<file path="config.mk">
export PLATFORM = sky130hd
export DESIGN_NAME = pix_sram_ctrl
export DESIGN_NICKNAME = d
export VERILOG_FILES = /design/src/rtl/pix_sram_pkg.sv /design/src/rtl/pix_wr_pack.sv /design/src/rtl/pix_rd_fetch.sv /design/src/rtl/pix_rd_unpack.sv /design/src/rtl/pix_sram_ctrl.sv
export SDC_FILE = /design/constraint.sdc
export NUM_CORES = 1
export LEC_CHECK = 0
export CAP_MARGIN = 20
export CORE_UTILIZATION = 50
export DETAILED_ROUTE_END_ITERATION = 8
export PLACE_DENSITY = 0.72
export SETUP_SLACK_MARGIN = 0.1
export SLEW_MARGIN = 25
export SYNTH_ARGS = -nofsm -noshare
export SYNTH_HDL_FRONTEND = slang
export SYNTH_SLANG_ARGS = --single-unit
</file>
<file path="constraint.sdc">
create_clock -name clk -period 8.19 [get_ports clk]
set_input_delay 1.638 -clock clk [delete_from_list [all_inputs] [get_ports clk]]
set_output_delay 1.638 -clock clk [all_outputs]
set_load 0.02 [all_outputs]
</file>
<file path="src/rtl/pix_sram_pkg.sv">
package pix_sram_pkg;
  parameter int PIX_W  = 8;
  parameter int LANES  = 4;
  parameter int WORD_W = PIX_W * LANES;

  // number of packed words needed for npix pixels
  function automatic logic [31:0] words_for(input logic [31:0] npix);
    return (npix + 32'(LANES - 1)) / 32'(LANES);
  endfunction

  // one-hot enable of a byte lane
  function automatic logic [LANES-1:0] lane_bit(input int unsigned lane);
    return LANES'(1) << lane;
  endfunction

  // replace one lane of a word with a pixel
  function automatic logic [WORD_W-1:0] put_pixel(input logic [WORD_W-1:0] w,
                                                  input int unsigned lane,
                                                  input logic [PIX_W-1:0] p);
    logic [WORD_W-1:0] r;
    r = w;
    r[lane*PIX_W +: PIX_W] = p;
    return r;
  endfunction

  // extract one lane of a word
  function automatic logic [PIX_W-1:0] get_pixel(input logic [WORD_W-1:0] w,
                                                 input int unsigned lane);
    return w[lane*PIX_W +: PIX_W];
  endfunction
endpackage

</file>
<file path="src/rtl/pix_wr_pack.sv">
module pix_wr_pack
  import pix_sram_pkg::*;
#(
  parameter int ADDR_W = 19
) (
  input  logic              clk,
  input  logic              rst_n,
  input  logic              wr_valid,
  input  logic [PIX_W-1:0]  wr_pixel,
  input  logic              wr_last,
  input  logic [ADDR_W-1:0] wr_base,
  output logic              word_fire,
  output logic [ADDR_W-1:0] word_addr,
  output logic [WORD_W-1:0] word_data,
  output logic [LANES-1:0]  word_be
);
  localparam int LANE_W = $clog2(LANES);

  logic [LANE_W-1:0] lane_q;
  logic [WORD_W-1:0] acc_q;
  logic [LANES-1:0]  be_q;
  logic [ADDR_W-1:0] addr_q;
  logic              first_q;

  // the word being assembled, including the pixel on the input this cycle
  always_comb begin
    word_addr = first_q ? wr_base : addr_q;
    word_data = put_pixel(acc_q, int'(lane_q), wr_pixel);
    word_be   = be_q | lane_bit(int'(lane_q));
    word_fire = wr_valid && ((lane_q == LANE_W'(LANES - 1)) || wr_last);
  end

  always_ff @(posedge clk or negedge rst_n) begin
    if (!rst_n) begin
      lane_q  <= '0;
      acc_q   <= '0;
      be_q    <= '0;
      addr_q  <= '0;
      first_q <= 1'b1;
    end else if (wr_valid) begin
      if (word_fire) begin
        lane_q <= '0;
        acc_q  <= '0;
        be_q   <= '0;
        addr_q <= word_addr + 1'b1;
      end else begin
        lane_q <= lane_q + 1'b1;
        acc_q  <= word_data;
        be_q   <= word_be;
        addr_q <= word_addr;
      end
      first_q <= wr_last;
    end
  end
endmodule

</file>
<file path="src/rtl/pix_rd_fetch.sv">
module pix_rd_fetch #(
  parameter int ADDR_W     = 19,
  parameter int CNT_W      = 21,
  parameter int RD_LAT     = 2,
  parameter int FIFO_DEPTH = 4,
  parameter int LVL_W      = 3
) (
  input  logic              clk,
  input  logic              rst_n,
  input  logic              start,
  input  logic [ADDR_W-1:0] base,
  input  logic [CNT_W-1:0]  nwords,
  input  logic              grant,
  input  logic [LVL_W-1:0]  level,
  output logic              req,
  output logic [ADDR_W-1:0] addr,
  output logic              capture,
  output logic              busy
);
  logic [CNT_W-1:0]  left_q;
  logic [ADDR_W-1:0] addr_q;
  logic [RD_LAT:0]   pipe_q;   // bit 0: command on the pins, bit RD_LAT: data on the bus
  int                pend;

  always_comb begin
    pend    = int'(level) + $countones(pipe_q);
    req     = (left_q != '0) && (pend < FIFO_DEPTH);
    addr    = addr_q;
    capture = pipe_q[RD_LAT];
    busy    = (left_q != '0);
  end

  always_ff @(posedge clk or negedge rst_n) begin
    if (!rst_n) begin
      left_q <= '0;
      addr_q <= '0;
      pipe_q <= '0;
    end else begin
      pipe_q <= {pipe_q[RD_LAT-1:0], grant};
      if (start) begin
        left_q <= nwords;
        addr_q <= base;
      end else if (grant) begin
        left_q <= left_q - 1'b1;
        addr_q <= addr_q + 1'b1;
      end
    end
  end
endmodule

</file>
<file path="src/rtl/pix_rd_unpack.sv">
module pix_rd_unpack
  import pix_sram_pkg::*;
#(
  parameter int CNT_W      = 21,
  parameter int FIFO_DEPTH = 4,
  parameter int LVL_W      = 3
) (
  input  logic              clk,
  input  logic              rst_n,
  input  logic              start,
  input  logic [CNT_W-1:0]  npix,
  input  logic              push,
  input  logic [WORD_W-1:0] push_data,
  input  logic              rd_ready,
  output logic              rd_valid,
  output logic [PIX_W-1:0]  rd_pixel,
  output logic              rd_last,
  output logic [LVL_W-1:0]  level,
  output logic              busy
);
  localparam int PTR_W  = $clog2(FIFO_DEPTH);
  localparam int LANE_W = $clog2(LANES);

  logic [WORD_W-1:0] mem_q [FIFO_DEPTH];
  logic [PTR_W-1:0]  wptr_q, rptr_q;
  logic [LVL_W-1:0]  level_q;
  logic [LANE_W-1:0] lane_q;
  logic [CNT_W-1:0]  left_q;
  logic              fire, pop;

  always_comb begin
    rd_valid = (level_q != '0) && (left_q != '0);
    rd_pixel = get_pixel(mem_q[rptr_q], int'(lane_q));
    rd_last  = rd_valid && (left_q == CNT_W'(1));
    fire     = rd_valid && rd_ready;
    pop      = fire && ((lane_q == LANE_W'(LANES - 1)) || (left_q == CNT_W'(1)));
    level    = level_q;
    busy     = (left_q != '0);
  end

  always_ff @(posedge clk) begin
    if (push) mem_q[wptr_q] <= push_data;
  end

  always_ff @(posedge clk or negedge rst_n) begin
    if (!rst_n) begin
      wptr_q  <= '0;
      rptr_q  <= '0;
      level_q <= '0;
      lane_q  <= '0;
      left_q  <= '0;
    end else begin
      if (push) wptr_q <= wptr_q + 1'b1;
      if (pop)  rptr_q <= rptr_q + 1'b1;
      case ({push, pop})
        2'b10:   level_q <= level_q + 1'b1;
        2'b01:   level_q <= level_q - 1'b1;
        default: level_q <= level_q;
      endcase
      if (start) begin
        left_q <= npix;
        lane_q <= '0;
      end else if (fire) begin
        left_q <= left_q - 1'b1;
        lane_q <= pop ? '0 : lane_q + 1'b1;
      end
    end
  end
endmodule

</file>
<file path="src/rtl/pix_sram_ctrl.sv">
module pix_sram_ctrl
  import pix_sram_pkg::*;
#(
  parameter int ADDR_W     = 19,
  parameter int WR_LAT     = 2,
  parameter int RD_LAT     = 2,
  parameter int FIFO_DEPTH = 4,
  localparam int CNT_W     = ADDR_W + $clog2(LANES),
  localparam int LVL_W     = $clog2(FIFO_DEPTH + 1)
) (
  input  logic              clk,
  input  logic              rst_n,
  input  logic              wr_valid,
  input  logic [PIX_W-1:0]  wr_pixel,
  input  logic              wr_last,
  input  logic [ADDR_W-1:0] wr_base,
  input  logic              rd_start,
  input  logic [ADDR_W-1:0] rd_base,
  input  logic [CNT_W-1:0]  rd_npix,
  output logic              rd_busy,
  output logic              rd_valid,
  input  logic              rd_ready,
  output logic [PIX_W-1:0]  rd_pixel,
  output logic              rd_last,
  output logic              sram_cs_n,
  output logic              sram_we_n,
  output logic [ADDR_W-1:0] sram_addr,
  output logic [LANES-1:0]  sram_bw_n,
  output logic [WORD_W-1:0] sram_dq_out,
  output logic              sram_dq_oe,
  input  logic [WORD_W-1:0] sram_dq_in
);
  // named internal events
  logic              wr_word_fire;
  logic [ADDR_W-1:0] wr_word_addr;
  logic [WORD_W-1:0] wr_word_data;
  logic [LANES-1:0]  wr_word_be;
  logic              rd_req, rd_grant, rd_capture, rd_start_acc;
  logic [ADDR_W-1:0] rd_addr;
  logic [LVL_W-1:0]  rd_level;
  logic              fetch_busy, unpack_busy;
  logic [CNT_W-1:0]  rd_nwords;

  assign rd_busy      = fetch_busy || unpack_busy;
  assign rd_start_acc = rd_start && !rd_busy;
  assign rd_nwords    = CNT_W'(words_for(32'(rd_npix)));
  assign rd_grant     = rd_req && !wr_word_fire;   // writes own the slot

  pix_wr_pack #(.ADDR_W(ADDR_W)) u_pack (
    .clk       (clk),
    .rst_n     (rst_n),
    .wr_valid  (wr_valid),
    .wr_pixel  (wr_pixel),
    .wr_last   (wr_last),
    .wr_base   (wr_base),
    .word_fire (wr_word_fire),
    .word_addr (wr_word_addr),
    .word_data (wr_word_data),
    .word_be   (wr_word_be)
  );

  pix_rd_fetch #(
    .ADDR_W(ADDR_W), .CNT_W(CNT_W), .RD_LAT(RD_LAT),
    .FIFO_DEPTH(FIFO_DEPTH), .LVL_W(LVL_W)
  ) u_fetch (
    .clk     (clk),
    .rst_n   (rst_n),
    .start   (rd_start_acc),
    .base    (rd_base),
    .nwords  (rd_nwords),
    .grant   (rd_grant),
    .level   (rd_level),
    .req     (rd_req),
    .addr    (rd_addr),
    .capture (rd_capture),
    .busy    (fetch_busy)
  );

  pix_rd_unpack #(
    .CNT_W(CNT_W), .FIFO_DEPTH(FIFO_DEPTH), .LVL_W(LVL_W)
  ) u_unpack (
    .clk       (clk),
    .rst_n     (rst_n),
    .start     (rd_start_acc),
    .npix      (rd_npix),
    .push      (rd_capture),
    .push_data (sram_dq_in),
    .rd_ready  (rd_ready),
    .rd_valid  (rd_valid),
    .rd_pixel  (rd_pixel),
    .rd_last   (rd_last),
    .level     (rd_level),
    .busy      (unpack_busy)
  );

  // command pins, registered
  always_ff @(posedge clk or negedge rst_n) begin
    if (!rst_n) begin
      sram_cs_n <= 1'b1;
      sram_we_n <= 1'b1;
      sram_addr <= '0;
      sram_bw_n <= '1;
    end else if (wr_word_fire) begin
      sram_cs_n <= 1'b0;
      sram_we_n <= 1'b0;
      sram_addr <= wr_word_addr;
      sram_bw_n <= ~wr_word_be;
    end else if (rd_grant) begin
      sram_cs_n <= 1'b0;
      sram_we_n <= 1'b1;
      sram_addr <= rd_addr;
      sram_bw_n <= '1;
    end else begin
      sram_cs_n <= 1'b1;
      sram_we_n <= 1'b1;
      sram_bw_n <= '1;
    end
  end

  // write data delay line: stage 0 lines up with the command on the pins
  logic [WORD_W-1:0] wd_q [WR_LAT+1];
  logic [WR_LAT:0]   woe_q;

  always_ff @(posedge clk or negedge rst_n) begin
    if (!rst_n) begin
      woe_q <= '0;
      for (int i = 0; i <= WR_LAT; i++) wd_q[i] <= '0;
    end else begin
      woe_q   <= {woe_q[WR_LAT-1:0], wr_word_fire};
      wd_q[0] <= wr_word_data;
      for (int i = 1; i <= WR_LAT; i++) wd_q[i] <= wd_q[i-1];
    end
  end

  assign sram_dq_out = wd_q[WR_LAT];
  assign sram_dq_oe  = woe_q[WR_LAT];
endmodule

</file>
==> results of run 1 <==
flip-flops by register name, indices dropped and copies added, names as in the netlist, 3 cells and up:
register,cells
u_unpack.level,3
u_fetch.pipe_q,3
u_fetch.left_q,21
u_pack.be_q,4
u_unpack.left_q,21
u_pack.acc_q,32
sram_addr,19
sram_dq_out,32
u_pack.addr_q,19
wd_q,64
woe_q,3
u_unpack.mem_q,128
u_fetch.addr,19
sram_bw_n,4
path summary, 6_finish.rpt:
check	slack (ns)	startpoint	depth (start not counted)	end
min reg2reg	0.35	wd_q[77]$_DFF_PN0_	0	wd_q[45]$_DFF_PN0_
max reg2reg	4.86	u_pack.lane_q[0]$_DFFE_PN0P_	8	u_fetch.left_q[16]$_DFFE_PN0P_
max in group asynchronous	5.81	rst_n	2	sram_dq_out[3]$_DFF_PN0_
max	3.25	u_unpack.rptr_q[0]$_DFFE_PN0P_	4	rd_pixel[5]
min in group asynchronous	1.10	rst_n	1	u_pack.addr_q[6]$_DFFE_PN0P_
min	0.35	wd_q[77]$_DFF_PN0_	0	wd_q[45]$_DFF_PN0_
cells in the mapped netlist, drive strengths merged, types with 4 or more instances:
cell / n / area (um^2)
nand3b: 7 / 52.6
nand2: 112 / 420
a21oi: 26 / 130
xor2: 40 / 350
dfrtp: 248 / 6210
or4: 5 / 41.3
nand3: 52 / 260
nor3b: 4 / 30.0
dfstp: 7 / 184
xnor2: 39 / 342
mux4: 40 / 901
edfxtp: 128 / 3840
and3: 7 / 43.8
mux2i: 42 / 420
nor2: 59 / 221
a31o: 14 / 123
nor3: 18 / 90.1
buf: 51 / 330
and2: 11 / 68.8
a31oi: 4 / 25.0
and4: 7 / 61.3
inv: 50 / 188
o21ai: 102 / 510
ha: 22 / 275
nand4: 14 / 87.6
nor4: 21 / 153
mux2: 31 / 349
clkbuf: 32 / 120
or3: 10 / 67.6
logic make-up (layout without fill, tap and decap cells):
logic type      Yosys count  count (layout)  synth area share [%]
flops                   383             383                  63.2
simple gates            337             337                  10.4
compound gates          169             169                  6.04
buf+inv                 133             310                  3.94
mux                     113             113                  10.3
xor+xnor                 79              79                  4.27
fa+ha+maj                23              23                  1.82
stage by stage:
step                      hold WS [ns]  worst slack [ns]  power, mW  util [%]  area [um^2]
final                            0.346              3.25       6.14      61.1        19400
after global routing             0.352              3.05       6.46      61.1        19400
after CTS                        0.349              3.16       6.20      61.1        19400
after detailed placement         0.336              3.36       4.41      57.0        18100
after global placement           0.335              3.42       4.36      57.0        18100
after floorplan                  0.331              4.29       3.79         -        16200
per-layer routing:
metal | vias up | part of all wire (%) | GRT usage (%)
met5 | - | 0 | 0
met4 | 0 | 2.0 | 5.82
met3 | 52 | 5.1 | 3.17
met2 | 289 | 47 | 33.2
met1 | 5069 | 46 | 30.4
li1 | 4698 | - | -
area by class of cell:
cell class                      instances  area (um^2)  share of cell area (%)
Clock inverter                         13          121                   0.626
Clock buffer                           63         1170                    6.03
Inverter                               50          188                   0.968
Timing Repair Buffer                  184         1830                    9.42
Multi-Input combinational cell        721         5340                    27.5
Tap cell                              402          503                    2.59
Sequential cell                       383        10200                    52.8
report_power, final:
group | switching, mW | internal (mW)
clock | 0.742 | 1.02
combinational | 0.818 | 0.813
sequential | 0.350 | 2.39
total | 1.91 | 4.23
==> reports/qor.yml, run 1 <==
ant_nets: 0
wire_per_inst_um: 18.8
leakage_nw: 7.71
slew_violations: 0
fp.dieW_um: 182
numCtsBuffers: 41
ir_drop_v: 0.000198
antennaDiodeCount: 0
arrival_ns: 3.31
hold_viol_final: 0
portBuffers: 173
postSynth.asyncResetShare_pct: 66.6
rsz0062_at_grt: "no"
dp_hpwl_mm: 21.9
fp.coreArea_um2: 31700
crit_slowest_cell: "dfrtp_2"
power.density_nw_per_um2: 317
worstSetupPathType: "flip-flop to primary output"
antenna_found_initial: 0
io_pins: 174
place.gp.congestion: 0.863
crit_chain: "buf_4 -> mux4_2 -> mux4_2 -> clkdlybuf4s50_1"
synth_fp_nets: 1365
skew_ns: 0.0188
synthToLayoutAreaGrowth_pct: 19.7
grt_use_total_pct: 21.0
clkLatencyLatePin_ns: 0.54
cts_max_level: 2
path_delay_family: "multiplexers"
dr.pass1.iters: 5
postSynthCellCount: 1237
required_ns: 6.55
clkSlewWorstSetupHoldPaths_ns: 0.06
fillCellCount: 2434
min_period_over_period_pct: 60.4
overflow: 0
worst_pin_slew_ns: 0.932
layout_common_cells: "246 x dfrtp_1, 171 x clkdlybuf4s50_1, 128 x edfxtp_1, 112 x nand2_1, 100 x o21ai_0"
cts_setup_buffers: 0
cts_tree: "built"
syn_avg_cell_area_um2: 13.1
finalSetupViolCount: 0
slew_headroom_pct: 37.9
path_max_fanout: 20
crit_buf_inv: 2
clock.fmax_ghz: 0.202
ys_seq_area_share_pct: 63.2
clockBufferDepth: 3
layoutNonFillerInstCount: 1816
critPathLaunchType: "flip-flop"
synth-seq-cells: 383
drive_gt1_share_pct: 12.4
synth_edf_count: 128
routed_via_density: 5.57
setup-tns-final_ns: 0
vias: 10100
grt_pass1_vias: 10300
cp_common_cell: "mux4_2"
ys_types: 59
hold_path.class: "flip-flop to flip-flop"
final_nets: 1509
critPathCaptureType: "primary output"
die_h_um: 182
ys_warn_count: 0
drc: 0
drt_iter0_markers: 713
drt-total-wl_mm: 34.1
cts-resized-gates: 0
dieArea_um2: 33100
ctsHoldBuffers: 0
dp.cells: 1740
fin_crit_ns: 4.94
row_count: 65
cpPeakStageDelay_ns: 0.67
cts-root-buf: "clkbuf_16"
status: "complete, no violations"
yosys_most_used_dff: "dfrtp_1"
initial_core_util_pct: 51.0
clock_sinks: 383
netlist_area_um2: 16200
maxCapViolations: 0
grt_max_degree: 158
grt_pass1_wl_mm: 54.8
final_common_cell: "dfrtp_1"
No activity file was read; power rests on OpenSTA's default activity.
==> run 2: changes to the inputs <==
--- a/config.mk
+++ b/config.mk
@@ -8,7 +8,7 @@
 export CAP_MARGIN = 20
 export CORE_UTILIZATION = 50
 export DETAILED_ROUTE_END_ITERATION = 8
-export PLACE_DENSITY = 0.72
+export PLACE_DENSITY = 0.75
 export SETUP_SLACK_MARGIN = 0.1
 export SLEW_MARGIN = 25
 export SYNTH_ARGS = -nofsm -noshare
==> constraint.sdc (replaced) <==
create_clock -name clk -period 4.4 [get_ports clk]
set_input_delay 0.88 -clock clk [delete_from_list [all_inputs] [get_ports clk]]
set_output_delay 0.88 -clock clk [all_outputs]
set_load 0.02 [all_outputs]
==> run 2 against run 1 <==
  * Flip-flop and latch count stayed put
  * Setup slack lost 2.8 ns
  * Routed wire length rose by 1.6%
  * Critical path depth rose by 3
  * Critical path type unchanged
  * Critical endpoint is now rd_busy
  * Largest power group unchanged
  * Highest routed layer is now met5
==> reports/qor.yml, run 2 (same netlist as run 1, synthesis figures left out) <==
status: "complete, no violations"
grt_pass1_wl_mm: 55.2
fin_crit_ns: 3.97
setup-tns-final_ns: 0
largestRegisters: "u_unpack.mem_q: 128 flops, wd_q: 64 flops"
cts_max_level: 2
ctsHoldBuffers: 0
post-route-util_pct: 61.0
hold_viol_final: 0
layout_common_cells: "247 x dfrtp_1, 171 x clkdlybuf4s50_1, 128 x edfxtp_1, 112 x nand2_1, 100 x o21ai_0"
critPathCaptureType: "primary output"
clockBufferDepth: 3
fp.dieW_um: 182
slew_headroom_pct: 38.9
hold_path.class: "flip-flop to flip-flop"
min_period_over_period_pct: 90.3
dp.cells: 1748
drt_iter0_markers: 744
skew_ns: 0.0200
final_common_cell: "dfrtp_1"
clock_sinks: 383
path_max_fanout: 5
drt-total-wl_mm: 34.7
final_nets: 1516
row_count: 65
clkLatencyLatePin_ns: 0.53
cts_tree: "built"
initial_core_util_pct: 51.0
wire_per_inst_um: 19.1
ant_nets: 0
maxCapViolations: 0
cts-resized-gates: 0
clkSlewWorstSetupHoldPaths_ns: 0.06
grt_pass1_vias: 10300
required_ns: 3.52
overflow: 0
leakage_nw: 7.70
critPathLaunchType: "flip-flop"
grt_max_degree: 116
portBuffers: 173
place_ws_ns: 0.993
drive_gt1_share_pct: 12.5
slew_violations: 0
vias: 10100
clock.fmax_ghz: 0.252
numCtsBuffers: 40
worst_pin_slew_ns: 0.917
synthToLayoutAreaGrowth_pct: 19.5
finalSetupViolCount: 0
rsz0062_at_grt: "no"
regArea_um2: 10200
antenna_found_initial: 1
routed_via_density: 5.58
antennaDiodeCount: 0
finalHoldWorstSlack_ns: 0.345
dp_hpwl_mm: 22.7
cts-root-buf: "clkbuf_16"
io_pins: 174
dieArea_um2: 33100
fillCellCount: 2397
final_area_um2: 19400
multi_input_area_um2: 5330
power.density_nw_per_um2: 584
largest_register_ffs: 128
arrival_ns: 3.09
total_power_mw: 11.3
die_h_um: 182
postPlaceCellArea_um2: 18200
dr.pass1.iters: 5
worst_slack_ns: 0.428
ir_drop_v: 0.000365
place.gp.congestion: 0.925
drc: 0
top_register: "u_unpack.mem_q"
cts_setup_buffers: 0
worstSetupPathType: "flip-flop to primary output"
grt_use_total_pct: 21.3
fp.coreArea_um2: 31700
layoutNonFillerInstCount: 1816
[run 2: cell count changes in the layout (fill, tap and decap cells not counted)]
cell / before / now
nor4bb_2: 1 / 0
inv_6: 0 / 1
inv_16: 1 / 0
bufinv_16: 1 / 0
nor4bb_1: 0 / 1
buf_12: 1 / 3
buf_4: 10 / 16
dfrtp_1: 246 / 247
clkbuf_1: 17 / 13
clkinv_2: 7 / 6
dfrtp_2: 2 / 1
clkbuf_16: 42 / 40
[run 2: worst paths after layout]
check / to / cells after the start / slack, ns / from
setup / recovery: rd_busy / 7 / 0.43 / u_fetch.left_q[0]$_DFFE_PN0P_
hold / removal: wd_q[61]$_DFF_PN0_ / 0 / 0.35 / wd_q[93]$_DFF_PN0_
setup reg to reg: u_fetch.left_q[12]$_DFFE_PN0P_ / 10 / 1.18 / u_fetch.left_q[0]$_DFFE_PN0P_
hold reg to reg: wd_q[61]$_DFF_PN0_ / 0 / 0.35 / wd_q[93]$_DFF_PN0_
max in group asynchronous: sram_we_n$_DFF_PN1_ / 2 / 3.04 / rst_n
min in group asynchronous: u_pack.addr_q[9]$_DFFE_PN0P_ / 1 / 0.42 / rst_n
[run 2: area by class of cell]
| class | count | share of cell area [%] |
|---|---|---|
| Tap cell | 402 | 2.60 |
| Multi-Input combinational cell | 721 | 27.6 |
| Clock buffer | 57 | 5.71 |
| Timing Repair Buffer | 192 | 9.88 |
| Clock inverter | 11 | 0.388 |
| Sequential cell | 383 | 52.9 |
| Inverter | 50 | 0.970 |
[run 2: layer usage]
layer,global-route usage (%),up-vias,part of all wire [%]
li1,-,4698,-
met1,29.1,5043,44
met2,34.6,313,48
met3,4.33,72,6.1
met4,6.76,2,2.7
met5,0,-,0.037
[run 2: power by group]
part / switching (mW) / internal (mW) / total, mW
Combinational: 1.68 / 1.55 / 3.23
Clock: 1.31 / 1.75 / 3.06
Sequential: 0.570 / 4.45 / 5.02
Total: 3.56 / 7.75 / 11.3
[run 2: worst max-delay path: stages, from the launching register on]
cell	delay, ns
dfrtp_1	0.43
inv_1	0.13
ha_1	0.25
nor4b_1	0.41
nand2_1	0.28
nor4_4	0.39
nand2_1	0.14
clkdlybuf4s50_1	0.56
==> run 3: changes to the inputs <==
--- a/config.mk
+++ b/config.mk
@@ -8,7 +8,7 @@
 export CAP_MARGIN = 20
 export CORE_UTILIZATION = 50
 export DETAILED_ROUTE_END_ITERATION = 8
-export PLACE_DENSITY = 0.75
+export PLACE_DENSITY = 0.72
 export SETUP_SLACK_MARGIN = 0.1
 export SLEW_MARGIN = 25
 export SYNTH_ARGS = -nofsm -noshare
==> constraint.sdc (replaced) <==
create_clock -name clk -period 3.7 [get_ports clk]
set_input_delay 0.74 -clock clk [delete_from_list [all_inputs] [get_ports clk]]
set_output_delay 0.74 -clock clk [all_outputs]
set_load 0.02 [all_outputs]
==> run 3 against run 2 <==
  * First-iteration DRC count down 1.6%
  * Routed wire length down 2.2%
  * Worst hold slack worse by 0.16 ns
  * Flip-flop and latch count unchanged
  * Count of clock-buffer cells in the layout up 1
==> reports/qor.yml, run 3 (same netlist as run 1, synthesis figures left out) <==
critPathLaunchType: "flip-flop"
drive_gt1_share_pct: 14.0
fin_crit_ns: 3.48
seq_power_share_pct: 43.1
p_clk_share_pct: 29.0
portBuffers: 173
cellInternalPower_mw: 9.58
leakage_nw: 7.84
worst_pin_slew_ns: 0.906
io_pins: 174
slew_violations: 0
place.gp.congestion: 0.883
place_ws_ns: 0.490
clkSlewWorstSetupHoldPaths_ns: 0.06
power.density_nw_per_um2: 705
antenna_found_initial: 0
slew_headroom_pct: 39.6
initial_core_util_pct: 51.0
drt_iter0_markers: 732
antennaDiodeCount: 0
crit_slowest_cell: "clkdlybuf4s50_1"
fp.coreArea_um2: 31700
overflow: 0
worstSetupPathType: "flip-flop to primary output"
cts_tree: "built"
grt_pass1_wl_mm: 55.1
worst_slack_ns: 0.218
arrival_ns: 2.74
row_count: 65
crit_buf_inv: 2
skew_ns: 0.0119
grt_use_total_pct: 21.0
largestRegisters: "u_unpack.mem_q: 128 flops, wd_q: 64 flops"
p_sw_share_pct: 30.7
dr.pass1.iters: 5
cpPeakStageDelay_ns: 0.58
clkLatencyLatePin_ns: 0.53
routed_via_density: 5.48
dieArea_um2: 33100
clockBufferDepth: 3
layoutNonFillerInstCount: 1828
vias: 10000
cts_max_level: 2
setup-tns-final_ns: 0
ant_nets: 0
min_period_over_period_pct: 94.1
maxCapViolations: 0
ir_drop_v: 0.000469
ctsHoldBuffers: 0
hold_viol_final: 0
path_delay_family: "buffers and inverters"
hold_path.class: "input pin to asynchronous set/reset pin"
grt_max_degree: 93
cts-root-buf: "clkbuf_16"
cp_common_cell: "mux4_2"
crit_chain: "buf_12 -> mux4_2 -> mux4_2 -> clkdlybuf4s50_1"
drt-total-wl_mm: 33.9
final_nets: 1525
wire_per_inst_um: 18.5
path_max_fanout: 28
power.net_switching_mw: 4.25
final_common_cell: "dfrtp_1"
required_ns: 2.96
drc: 0
dp.cells: 1753
rsz0062_at_grt: "no"
numCtsBuffers: 41
grt_pass1_vias: 10300
clock.fmax_ghz: 0.287
dp_hpwl_mm: 22.3
critPathCaptureType: "primary output"
fp.dieW_um: 182
top_register: "u_unpack.mem_q"
die_h_um: 182
synthToLayoutAreaGrowth_pct: 21.2
combPwrFrac_pct: 27.9
status: "complete, no violations"
largest_register_ffs: 128
clock_sinks: 383
layout_common_cells: "247 x dfrtp_1, 170 x clkdlybuf4s50_1, 128 x edfxtp_1, 112 x nand2_1, 100 x o21ai_0"
finalSetupViolCount: 0
==> run 3: cell types whose count changed in the layout (fill, tap and decap cells not counted), sizes merged <==
| cell | delta |
|---|---|
| buf | +8 |
| bufinv | +2 |
| clkbuf | +1 |
| clkdlybuf4s50 | -1 |
| clkinv | +1 |
| dlygate4sd2 | +1 |
==> run 3: cell type report <==
type                    count  area, um^2
well taps                 402         503
clock buffers              58        1180
inverters                  50         188
fillers                  2450       12100
repair buffers            200        2000
flip-flops and latches    383       10200
clock inverters            14         153
multi-input cells         721        5370
==> run 3: per-layer routing <==
metal	up-vias	global-route usage (%)	wire, um	part of all wire [%]
met5	-	0	0	0
met4	0	5.98	670	2.0
met3	56	3.71	1850	5.5
met2	280	33.2	16000	47
met1	4960	30.1	15400	45
li1	4720	-	-	-
==> run 3: timing repair <==
item / CTS / global route
resized for setup: 4 / 4
setup endpoints to repair: 9 / 1
setup buffers: 2 / 1
pin swaps: 0 / 0
==> run 3: worst reg2reg max path: cells and delay by family, from the launching register on <==
family | cells | cell delay (ns)
simple gates | 4 | 1.04
xor+xnor | 2 | 0.31
compound gates | 1 | 0.19
buf+inv | 2 | 0.25
fa+ha+maj | 2 | 0.63
flops | 1 | 0.44
==> run 3: per-stage QoR <==
stage / total power [mW] / hold slack, ns / instance area (um^2) / utilization (%)
6_report: 13.8 / 0.183 / 19600 / 61.9
5_1_grt: 14.6 / 0.223 / 19600 / 61.9
4_1_cts: 13.9 / 0.213 / 19600 / 61.8
3_5_place_dp: 9.86 / 0.335 / 18200 / 57.5
3_3_place_gp: 9.74 / 0.334 / 18200 / 57.5
2_1_floorplan: 8.39 / 0.331 / 16200 / -
==> run 3: power groups by stage <==
stage,registers (mW),clock network (mW),logic (mW)
CTS,5.96,4.09,3.89
floorplan,5.90,0,2.50
global placement,6.00,0,3.74
global route,6.07,4.27,4.22
finish,5.97,4.01,3.86
detailed placement,6.04,0,3.82
==> run 3: path summary, 6_finish.rpt <==
| path | from | slack (ns) | cells after the start | endpoint |
|---|---|---|---|---|
| worst max-delay path | u_unpack.rptr_q[1]$_DFFE_PN0P_ | 0.22 | 4 | rd_pixel[2] |
| worst min-delay path | rst_n | 0.18 | 1 | u_pack.addr_q[6]$_DFFE_PN0P_ |
| worst max register to register | u_unpack.left_q[6]$_DFFE_PN0P_ | 0.76 | 11 | u_unpack.level[2]$_DFFE_PN0P_ |
| worst min register to register | wd_q[62]$_DFF_PN0_ | 0.34 | 0 | sram_dq_out[30]$_DFF_PN0_ |
| max in group asynchronous | rst_n | 2.57 | 2 | u_unpack.left_q[0]$_DFFE_PN0P_ |
| min in group clk | wd_q[62]$_DFF_PN0_ | 0.34 | 0 | sram_dq_out[30]$_DFF_PN0_ |
